[src/rtl/vga_scan_pkg.sv]
package vga_scan_pkg;

  typedef enum logic {
    SCAN_MONO  = 1'b0,
    SCAN_MULTI = 1'b1
  } scan_mode_e;

  typedef struct packed {
    logic r;
    logic g;
    logic b;
  } rgb_t;

endpackage

[src/rtl/vga_scan_timing.sv]
module vga_scan_timing #(
  parameter int H_VIS   = 640,
  parameter int H_FP    = 16,
  parameter int H_SYNC  = 96,
  parameter int H_TOT   = 800,
  parameter int V_VIS   = 480,
  parameter int V_FP    = 10,
  parameter int V_SYNC  = 2,
  parameter int V_TOT   = 525,
  parameter int CLK_DIV = 4,
  parameter int HW      = 10,
  parameter int VW      = 10,
  parameter int PW      = 2
) (
  input  logic          clk_i,
  input  logic          rst_ni,
  output logic          pix_ce_o,
  output logic [PW-1:0] phase_o,
  output logic [HW-1:0] hcnt_o,
  output logic          act_o,
  output logic          line_vis_o,
  output logic          nxt_line_vis_o,
  output logic          frame_clr_o,
  output logic          hsync_n_o,
  output logic          vsync_n_o
);

  localparam logic [PW-1:0] PH_LAST = PW'(CLK_DIV - 1);
  localparam logic [HW-1:0] H_LAST  = HW'(H_TOT - 1);
  localparam logic [HW-1:0] H_VIS_L = HW'(H_VIS);
  localparam logic [HW-1:0] HS_BEG  = HW'(H_VIS + H_FP);
  localparam logic [HW-1:0] HS_END  = HW'(H_VIS + H_FP + H_SYNC);
  localparam logic [VW-1:0] V_LAST  = VW'(V_TOT - 1);
  localparam logic [VW-1:0] V_VIS_L = VW'(V_VIS);
  localparam logic [VW-1:0] V_VIS_M = VW'(V_VIS - 1);
  localparam logic [VW-1:0] VS_BEG  = VW'(V_VIS + V_FP);
  localparam logic [VW-1:0] VS_END  = VW'(V_VIS + V_FP + V_SYNC);

  logic [PW-1:0] ph_q, ph_d;
  logic [HW-1:0] h_q, h_d;
  logic [VW-1:0] v_q, v_d;
  logic          tick;

  assign tick = (ph_q == PH_LAST);

  always_comb begin
    ph_d = ph_q;
    h_d  = h_q;
    v_d  = v_q;
    if (tick) begin
      ph_d = '0;
      if (h_q == H_LAST) begin
        h_d = '0;
        v_d = (v_q == V_LAST) ? '0 : v_q + VW'(1);
      end else begin
        h_d = h_q + HW'(1);
      end
    end else begin
      ph_d = ph_q + PW'(1);
    end
  end

  always_ff @(posedge clk_i or negedge rst_ni) begin
    if (!rst_ni) begin
      ph_q <= '0;
      h_q  <= '0;
      v_q  <= V_LAST;
    end else begin
      ph_q <= ph_d;
      h_q  <= h_d;
      v_q  <= v_d;
    end
  end

  assign pix_ce_o       = tick;
  assign phase_o        = ph_q;
  assign hcnt_o         = h_q;
  assign line_vis_o     = (v_q < V_VIS_L);
  assign act_o          = (h_q < H_VIS_L) && (v_q < V_VIS_L);
  assign nxt_line_vis_o = (v_q == V_LAST) || (v_q < V_VIS_M);
  assign frame_clr_o    = (v_q == V_VIS_L);
  assign hsync_n_o      = !((h_q >= HS_BEG) && (h_q < HS_END));
  assign vsync_n_o      = !((v_q >= VS_BEG) && (v_q < VS_END));


  ce_spacing_chk: assert property (@(posedge clk_i) disable iff (!rst_ni)
    pix_ce_o |=> !pix_ce_o);

endmodule

[src/rtl/vga_scan_fetch.sv]
module vga_scan_fetch #(
  parameter int H_VIS  = 640,
  parameter int H_TOT  = 800,
  parameter int HW     = 10,
  parameter int PW     = 2,
  parameter int ADDR_W = 17,
  parameter int DATA_W = 8
) (
  input  logic              clk_i,
  input  logic              rst_ni,
  input  logic              pix_ce_i,
  input  logic [PW-1:0]     phase_i,
  input  logic [HW-1:0]     hcnt_i,
  input  logic              line_vis_i,
  input  logic              nxt_line_vis_i,
  input  logic              frame_clr_i,
  input  logic [DATA_W-1:0] data_i,
  output logic              req_o,
  output logic [ADDR_W-1:0] addr_o,
  output logic [DATA_W-1:0] cur_o
);

  localparam int            GW       = $clog2(DATA_W);
  localparam logic [HW-1:0] LAST_REQ = HW'(H_VIS - DATA_W);
  localparam logic [HW-1:0] PRE_REQ  = HW'(H_TOT - DATA_W);
  localparam logic [PW-1:0] PH_REQ   = PW'(0);
  localparam logic [PW-1:0] PH_CAP   = PW'(2);

  logic [ADDR_W-1:0] addr_q, addr_d;
  logic [DATA_W-1:0] nxt_q, nxt_d;
  logic [DATA_W-1:0] cur_q, cur_d;
  logic              grp_head, grp_tail, want;

  assign grp_head = (hcnt_i[GW-1:0] == '0);
  assign grp_tail = &hcnt_i[GW-1:0];
  assign want     = grp_head &&
                    ((line_vis_i && (hcnt_i < LAST_REQ)) ||
                     ((hcnt_i == PRE_REQ) && nxt_line_vis_i));
  assign req_o    = want && (phase_i == PH_REQ);

  always_comb begin
    addr_d = addr_q;
    if (frame_clr_i) begin
      addr_d = '0;
    end else if (req_o) begin
      addr_d = addr_q + ADDR_W'(1);
    end
    nxt_d = (want && (phase_i == PH_CAP)) ? data_i : nxt_q;
    cur_d = (pix_ce_i && grp_tail) ? nxt_q : cur_q;
  end

  always_ff @(posedge clk_i or negedge rst_ni) begin
    if (!rst_ni) begin
      addr_q <= '0;
      nxt_q  <= '0;
      cur_q  <= '0;
    end else begin
      addr_q <= addr_d;
      nxt_q  <= nxt_d;
      cur_q  <= cur_d;
    end
  end

  assign addr_o = addr_q;
  assign cur_o  = cur_q;


  req_pulse_chk: assert property (@(posedge clk_i) disable iff (!rst_ni)
    req_o |=> !req_o);


  addr_hold_chk: assert property (@(posedge clk_i) disable iff (!rst_ni)
    (!req_o && !frame_clr_i) |=> $stable(addr_o));

endmodule

[src/rtl/vga_scan_unpack.sv]
module vga_scan_unpack
  import vga_scan_pkg::*;
(
  input  logic [7:0]  byte_i,
  input  logic [2:0]  idx_i,
  input  scan_mode_e  mode_i,
  output rgb_t        pix_o
);

  logic mono_bit;

  assign mono_bit = byte_i[3'd7 - idx_i];

  always_comb begin
    case (mode_i)
      SCAN_MULTI: begin
        pix_o.g = byte_i[{1'b0, idx_i[2:1]}];
        pix_o.r = byte_i[{2'b10, idx_i[2]}];
        pix_o.b = byte_i[{2'b11, idx_i[2]}];
      end
      default: begin
        pix_o.r = mono_bit;
        pix_o.g = mono_bit;
        pix_o.b = mono_bit;
      end
    endcase
  end

endmodule

[src/rtl/vga_fb_scanout.sv]
module vga_fb_scanout
  import vga_scan_pkg::*;
#(
  parameter int H_VIS   = 640,
  parameter int H_FP    = 16,
  parameter int H_SYNC  = 96,
  parameter int H_BP    = 48,
  parameter int V_VIS   = 480,
  parameter int V_FP    = 10,
  parameter int V_SYNC  = 2,
  parameter int V_BP    = 33,
  parameter int CLK_DIV = 4,
  parameter int ADDR_W  = 17
) (
  input  logic              clk_i,
  input  logic              rst_ni,
  input  logic              mode_multi_i,
  input  logic              enable_i,
  output logic              fetch_req_o,
  output logic [ADDR_W-1:0] fetch_addr_o,
  input  logic [7:0]        fetch_data_i,
  output logic              red_o,
  output logic              green_o,
  output logic              blue_o,
  output logic              hsync_o,
  output logic              vsync_o
);

  localparam int H_TOT = H_VIS + H_FP + H_SYNC + H_BP;
  localparam int V_TOT = V_VIS + V_FP + V_SYNC + V_BP;
  localparam int HW    = $clog2(H_TOT);
  localparam int VW    = $clog2(V_TOT);
  localparam int PW    = $clog2(CLK_DIV);

  logic [1:0]    sync_q;
  logic          rst_s;
  logic          pix_ce, act, line_vis, nxt_line_vis, frame_clr;
  logic          hs_n, vs_n;
  logic [PW-1:0] phase;
  logic [HW-1:0] hcnt;
  logic [7:0]    cur_byte;
  rgb_t          dec_pix;
  rgb_t          pix_q, pix_d;
  logic          hs_q, hs_d, vs_q, vs_d;

  always_ff @(posedge clk_i or negedge rst_ni) begin
    if (!rst_ni) begin
      sync_q <= 2'b00;
    end else begin
      sync_q <= {sync_q[0], 1'b1};
    end
  end
  assign rst_s = sync_q[1];

  vga_scan_timing #(
    .H_VIS(H_VIS), .H_FP(H_FP), .H_SYNC(H_SYNC), .H_TOT(H_TOT),
    .V_VIS(V_VIS), .V_FP(V_FP), .V_SYNC(V_SYNC), .V_TOT(V_TOT),
    .CLK_DIV(CLK_DIV), .HW(HW), .VW(VW), .PW(PW)
  ) u_timing (
    .clk_i          (clk_i),
    .rst_ni         (rst_s),
    .pix_ce_o       (pix_ce),
    .phase_o        (phase),
    .hcnt_o         (hcnt),
    .act_o          (act),
    .line_vis_o     (line_vis),
    .nxt_line_vis_o (nxt_line_vis),
    .frame_clr_o    (frame_clr),
    .hsync_n_o      (hs_n),
    .vsync_n_o      (vs_n)
  );

  vga_scan_fetch #(
    .H_VIS(H_VIS), .H_TOT(H_TOT), .HW(HW), .PW(PW),
    .ADDR_W(ADDR_W), .DATA_W(8)
  ) u_fetch (
    .clk_i          (clk_i),
    .rst_ni         (rst_s),
    .pix_ce_i       (pix_ce),
    .phase_i        (phase),
    .hcnt_i         (hcnt),
    .line_vis_i     (line_vis),
    .nxt_line_vis_i (nxt_line_vis),
    .frame_clr_i    (frame_clr),
    .data_i         (fetch_data_i),
    .req_o          (fetch_req_o),
    .addr_o         (fetch_addr_o),
    .cur_o          (cur_byte)
  );

  vga_scan_unpack u_unpack (
    .byte_i (cur_byte),
    .idx_i  (hcnt[2:0]),
    .mode_i (scan_mode_e'(mode_multi_i)),
    .pix_o  (dec_pix)
  );

  always_comb begin
    pix_d = pix_q;
    hs_d  = hs_q;
    vs_d  = vs_q;
    if (pix_ce) begin
      pix_d = (act && enable_i) ? dec_pix : '0;
      hs_d  = hs_n;
      vs_d  = vs_n;
    end
  end

  always_ff @(posedge clk_i or negedge rst_s) begin
    if (!rst_s) begin
      pix_q <= '0;
      hs_q  <= 1'b1;
      vs_q  <= 1'b1;
    end else begin
      pix_q <= pix_d;
      hs_q  <= hs_d;
      vs_q  <= vs_d;
    end
  end

  assign red_o   = pix_q.r;
  assign green_o = pix_q.g;
  assign blue_o  = pix_q.b;
  assign hsync_o = hs_q;
  assign vsync_o = vs_q;


  hsync_dark_chk: assert property (@(posedge clk_i) disable iff (!rst_s)
    !hsync_o |-> ({red_o, green_o, blue_o} == 3'b000));


  vsync_dark_chk: assert property (@(posedge clk_i) disable iff (!rst_s)
    !vsync_o |-> ({red_o, green_o, blue_o} == 3'b000));


  req_off_tick_chk: assert property (@(posedge clk_i) disable iff (!rst_s)
    fetch_req_o |-> !pix_ce);

endmodule

[config.mk]
export PLATFORM = sky130hd
export DESIGN_NAME = vga_fb_scanout
export DESIGN_NICKNAME = d
export VERILOG_FILES = /design/src/rtl/vga_scan_pkg.sv /design/src/rtl/vga_scan_timing.sv /design/src/rtl/vga_scan_fetch.sv /design/src/rtl/vga_scan_unpack.sv /design/src/rtl/vga_fb_scanout.sv
export SDC_FILE = /design/constraint.sdc
export NUM_CORES = 1
export LEC_CHECK = 0
export BUFFER_PORTS_ARGS = -buffer_cell sky130_fd_sc_hd__buf_2
export CORE_MARGIN = 2
export CORE_UTILIZATION = 58
export DETAILED_ROUTE_END_ITERATION = 10
export PLACE_DENSITY = 0.87
export SETUP_SLACK_MARGIN = 0.15
export SLEW_MARGIN = 10
export SYNTH_ARGS = -nofsm -noshare
export SYNTH_HDL_FRONTEND = slang
export SYNTH_SLANG_ARGS = --single-unit
[constraint.sdc]
create_clock -name clk_i -period 5.4 [get_ports clk_i]
set_input_delay 0.54 -clock clk_i [delete_from_list [all_inputs] [get_ports clk_i]]
set_output_delay 0.54 -clock clk_i [all_outputs]
set_load 0.005 [all_outputs]
# After elaboration in Yosys (flattened, before gate mapping)
# Cells that the tools add are included.
[totals]
ff_bits = 62
inputBits = 12
out_inout_bits = 23
wordCells = 69
[classes]
n_addsub = 5
magnitude_cmp = 12
n_eq_ne = 6
n_mux = 15
n_reduce_logical = 19
[ops]
columns = ["cell", "count"]
rows = [
  ["$mux 17", 2],
  ["$eq 10x10->1 const B", 3],
  ["$lt 10x10->1 const B", 3],
  ["$lt 10x9->1 const B", 3],
  ["$add 10x1->10 const B", 2],
  ["$mux 10", 2],
  ["$add 17x1->17 const B", 1],
  ["$lt 3x4->1 const B", 3],
  ["$eq 10x9->1 const B", 1],
  ["$ge 10x10->1 const B", 1],
  ["$ge 10x9->1 const B", 1],
  ["$logic_and 1x1->1", 10],
  ["$mux 1", 6],
  ["$mux 3", 2],
  ["$eq 2x2->1 const B", 2],
  ["$lt 2x4->1 const B", 1],
  ["$bmux 1 s3", 1],
  ["$logic_not 3->1", 1],
  ["$reduce_and 3->1", 1],
  ["$sub 3x3->3 const A", 1],
  ["$add 2x1->2 const B", 1],
  ["$bmux 1 s2", 1],
  ["$logic_not 1->1", 2],
  ["$logic_not 2->1", 1],
  ["4 further kinds", 5],
]

# Depth between registers and ports, before layout
[depth]
depth_word = 8
mapped_depth = 10
mapped_depth_nobuf = 9

# Hierarchy
# Synthesis repeated with hierarchy kept, for this count alone.
[hier_totals]
hier_cells = 300
hier_area_um2 = 3266.9
[by_module_without_submodules]
columns = ["module", "instances", "cells_per_inst", "area_each_um2", "seq_area_each_um2"]
rows = [
  ["vga_scan_fetch", 1, 138, 1645.3, 825.8],
  ["vga_scan_timing", 1, 125, 1209.9, 554.3],
  ["vga_fb_scanout", 1, 21, 267.8, 177.7],
  ["vga_scan_unpack", 1, 16, 143.9, 0.0],
]

# Worst setup path after synthesis
# No wires, ideal clock.
[synth_timing]
path_kind = "flip-flop to output port"
from = "register u_timing.v_q[0]"
to = "output fetch_req_o"
arrival_ps = 1868
required_ps = 4860
setup_slack_ps = 2992
path_stages_with_launch = 9
path_buffers = 1
path_cell_list = "dfrtp_1 inv_1 ha_1 and4bb_2 a41oi_2 a2111oi_4 nor2_2 clkinv_1 buf_2"
[synth_via]
elab_chain_cells = 6
word_cells_on_any_way = 9
cone_classes = "order compare: 2; eq/ne: 1; reduce/logical: 6"
[synth_lines]
columns = ["element", "line_no", "text"]
rows = [
  ["start: declaration", "vga_scan_timing.sv:41", "logic [VW-1:0] v_q, v_d;"],
  ["start signal: assignment", "vga_scan_timing.sv:71", "v_q <= v_d;"],
  ["$lt 10x9->1 / $eq 10x10->1 (equally long branches)", "vga_scan_timing.sv:80", "assign nxt_line_vis_o = (v_q == V_LAST) || (v_q < V_VIS_M);"],
  ["$logic_or 1x1->1", "vga_scan_timing.sv:80", ""],
  ["$logic_and 1x1->1", "vga_scan_fetch.sv:38", "((hcnt_i == PRE_REQ) && nxt_line_vis_i));"],
  ["$logic_or 1x1->1 *", "vga_scan_fetch.sv:37", "((line_vis_i && (hcnt_i < LAST_REQ)) ||"],
  ["$logic_and 1x1->1 *", "vga_scan_fetch.sv:36", "assign want = grp_head &&"],
  ["$logic_and 1x1->1 *", "vga_scan_fetch.sv:39", "assign req_o = want && (phase_i == PH_REQ);"],
  ["end: declaration", "vga_fb_scanout.sv:19", "output logic fetch_req_o,"],
]
# Every way passes the cells marked *; elsewhere a longest branch is shown, timed or not.

# Worst setup path after layout
# Ends and elaborated chain as after synthesis.

==> flow_summary.json <==
{
  "outcome": "finished clean",
  "fin_util": 0.689,
  "grt_usage": 0.227,
  "dieHeight_um": 77.7,
  "powerDensity_nw_per_um2": 241,
  "ys.flop_type": "dfrtp_1",
  "seq_power_share": 0.559,
  "cts_max_level": 3,
  "cts_buffers": 9,
  "finalWorstSetupSlack_ps": 1910,
  "core_area_sq_um": 5170,
  "slowest_stage": "clkinv_1",
  "routed_wirelength_mm": 6.21,
  "max_stage_delay_ps": 540,
  "finalPower_mw": 0.860,
  "gp_congestion": 0.851,
  "io_buffers": 34,
  "worst_pin_slew_ps": 638,
  "cts_tree": "yes",
  "yosysSeqAreaShare": 0.494,
  "dieWidth_um": 77.7,
  "gr-total-overflow": 0,
  "rows": 26,
  "holdWs_ps": 239,
  "drv_slew": 0,
  "worst_ep_required_time_ps": 4860,
  "reg2reg_setup_slack_ps": 2510,
  "synth_cell_type_count": 52,
  "insertedDiodeCount": 0,
  "rsz0062_at_grt": "no",
  "antenna_found_initial": 0,
  "ant_nets": 0,
  "drive_above_1_share": 0.262,
  "clkLatencyLatePin_ps": 350,
  "path_cells": "inv_1, ha_1, and4bb_2, a41oi_2, a2111oi_4, nor2_2, clkinv_1, buf_2",
  "dieArea_sq_um": 6040,
  "vias_per_cell": 5.97,
  "synth_area_sq_um": 3150,
  "cp_num_buf_inv": 3,
  "startpoint_type": "register",
  "wire_per_inst_um": 15.3,
  "p_leak_nw": 1.52,
  "syn_inst": 292,
  "pwr-share-comb": 0.027,
  "syn_nets": 313,
  "grt_pass1_wl_mm": 10.7,
  "tns_ps": 0,
  "cp_max_fo": 19,
  "peakVddDrop_uv": 208,
  "cts_root_buf": "clkbuf_8",
  "p_clk_frac": 0.414,
  "clkSlewWorstSetupHoldPaths_ps": 70,
  "slew_headroom": 0.572,
  "synth_warnings": 0,
  "drt_iter0_markers": 154,
  "hp-class": "register to async pin",
  "drc": 0,
  "grt_max_degree": 37,
  "cts_buffer_depth": 2,
  "hold_viol": 0,
  "sw_frac_of_total": 0.230,
  "synthArstFlopShare": 1.00,
  "post-route-period-util": 0.646,
  "intPower_mw": 0.662,
  "cts_sinks": 62,
  "setup_violations": 0,
  "p_switching_mw": 0.198,
  "ys_ff_latch": 62,
  "endpoint_kind": "output port",
  "nets": 352,
  "fin_worst_skew_ps": 7.75,
  "syn_avg_cell_area_sq_um": 10.8,
  "top_level_ports": 35,
  "reg2reg_from": "u_timing.v_q[0]",
  "r2r-end": "u_fetch.addr_o[9]",
  "crit_family": "buffers and inverters",
  "vias": 2424,
  "cap_violations": 0,
  "synthToLayoutAreaGrowth_pct": 13.1,
  "period_needed_ps": 3490,
  "synth_edf_count": 0,
  "grt_pass1_vias": 2394,
  "place_hpwl_mm": 4.44,
  "arrival_ps": 2950,
  "start_util": 0.610,
  "first_pass_iters": 4,
  "pre_cts_slack_ps": 2310,
  "critPathKind": "register to output port",
  "r2r_cells": 9,
  "max_freq_mhz": 287
}
[cells in the final DEF, fill, tap and decap left out, drive strengths merged, types with 3 or more instances in the layout]
master,n
and4,3
or4,5
buf,35
a21oi,17
and3,3
xnor2,7
o22ai,3
a41oi,4
o21ai,16
dfrtp,57
inv,13
nand4,11
xor2,4
mux4,3
nand3,16
ha,9
mux2,18
clkinv,4
dfstp,5
o31ai,4
clkbuf,12
nor2,14
mux2i,6
or3,3
nor3,6
nand2,30
[per-stage QoR]
step | cells | area [sq um]
3_5_place_dp | 389 | 3390
6_report | 406 | 3560
4_1_cts | 406 | 3560
2_1_floorplan | 292 | 3150
5_1_grt | 406 | 3560
3_3_place_gp | 389 | 3390
[cells by family after synthesis]
family	after synthesis	synth area share
buffers and inverters	22	0.0270
other	1	0.00119
adder cells (fa/ha/maj)	9	0.0357
XOR/XNOR	11	0.0306
flip-flops	62	0.494
multiplexers	27	0.105
AO/OA/AOI/OAI	58	0.127
AND/OR/NAND/NOR	102	0.179
[state kept, by name, summed over array words and instances (netlist names)]
name,flops
blue_o,1
green_o,1
hsync_o,1
red_o,1
sync_q,2
u_fetch.addr_o,17
u_fetch.cur_o,8
u_fetch.nxt_q,8
u_timing.hcnt_o,10
u_timing.phase_o,2
u_timing.v_q,10
vsync_o,1
[Yosys cell counts, types with 4 or more instances]
| library cell | n | area share |
|---|---|---|
| dfrtp_1 | 57 | 0.45 |
| nand2_1 | 30 | 0.036 |
| mux2_2 | 18 | 0.064 |
| a21oi_1 | 17 | 0.027 |
| nand3_1 | 16 | 0.025 |
| o21ai_0 | 16 | 0.025 |
| inv_1 | 13 | 0.015 |
| nor2_1 | 13 | 0.015 |
| nand4_1 | 10 | 0.020 |
| ha_1 | 9 | 0.036 |
| xnor2_1 | 7 | 0.019 |
| clkbuf_1 | 6 | 0.0071 |
| mux2i_1 | 6 | 0.019 |
| dfstp_2 | 5 | 0.042 |
| nor3_1 | 5 | 0.0079 |
| or4_1 | 5 | 0.012 |
| xor2_1 | 4 | 0.011 |
[per-layer routing]
layer | global-route usage | vias up | routed length, um
li1 | - | 1161 | -
met1 | 0.279 | 1199 | 2730
met2 | 0.380 | 56 | 3120
met3 | 0.0453 | 8 | 284
met4 | 0.116 | 0 | 76
met5 | 0 | - | 0
[area by class of cell]
cell class	instances	area, sq um
fillers	359	1610
flip-flops and latches	62	1560
multi-input cells	208	1510
repair buffers	36	188
clock buffers	12	145
well taps	70	87.6
inverters	14	52.6
clock inverters	4	22.5
[worst max-delay path by stage]
stage / to / from / cells after the start
floorplan: fetch_req_o / u_timing.v_q[0] / 8
global placement: fetch_req_o / u_timing.v_q[0] / 8
CTS: fetch_req_o / u_timing.v_q[0] / 8
global route: fetch_req_o / u_timing.v_q[1] / 8
finish: fetch_req_o / u_timing.v_q[0] / 8
detailed placement: fetch_req_o / u_timing.v_q[0] / 8
[timing repair]
action | CTS | global route
gates resized for setup | 0 | 0
hold endpoints to repair | 2 | 0
setup buffers | 0 | 0
hold buffers | 1 | 0
[power by group through the flow]
stage | Clock [mW] | Combinational (mW) | Sequential, mW
global route | 0.386 | 0.0266 | 0.482
finish | 0.356 | 0.0235 | 0.481
global placement | 0 | 0.0225 | 0.489
CTS | 0.363 | 0.0241 | 0.481
detailed placement | 0 | 0.0234 | 0.490
floorplan | 0 | 0.0104 | 0.491
(Power assumes the default switching activity.)
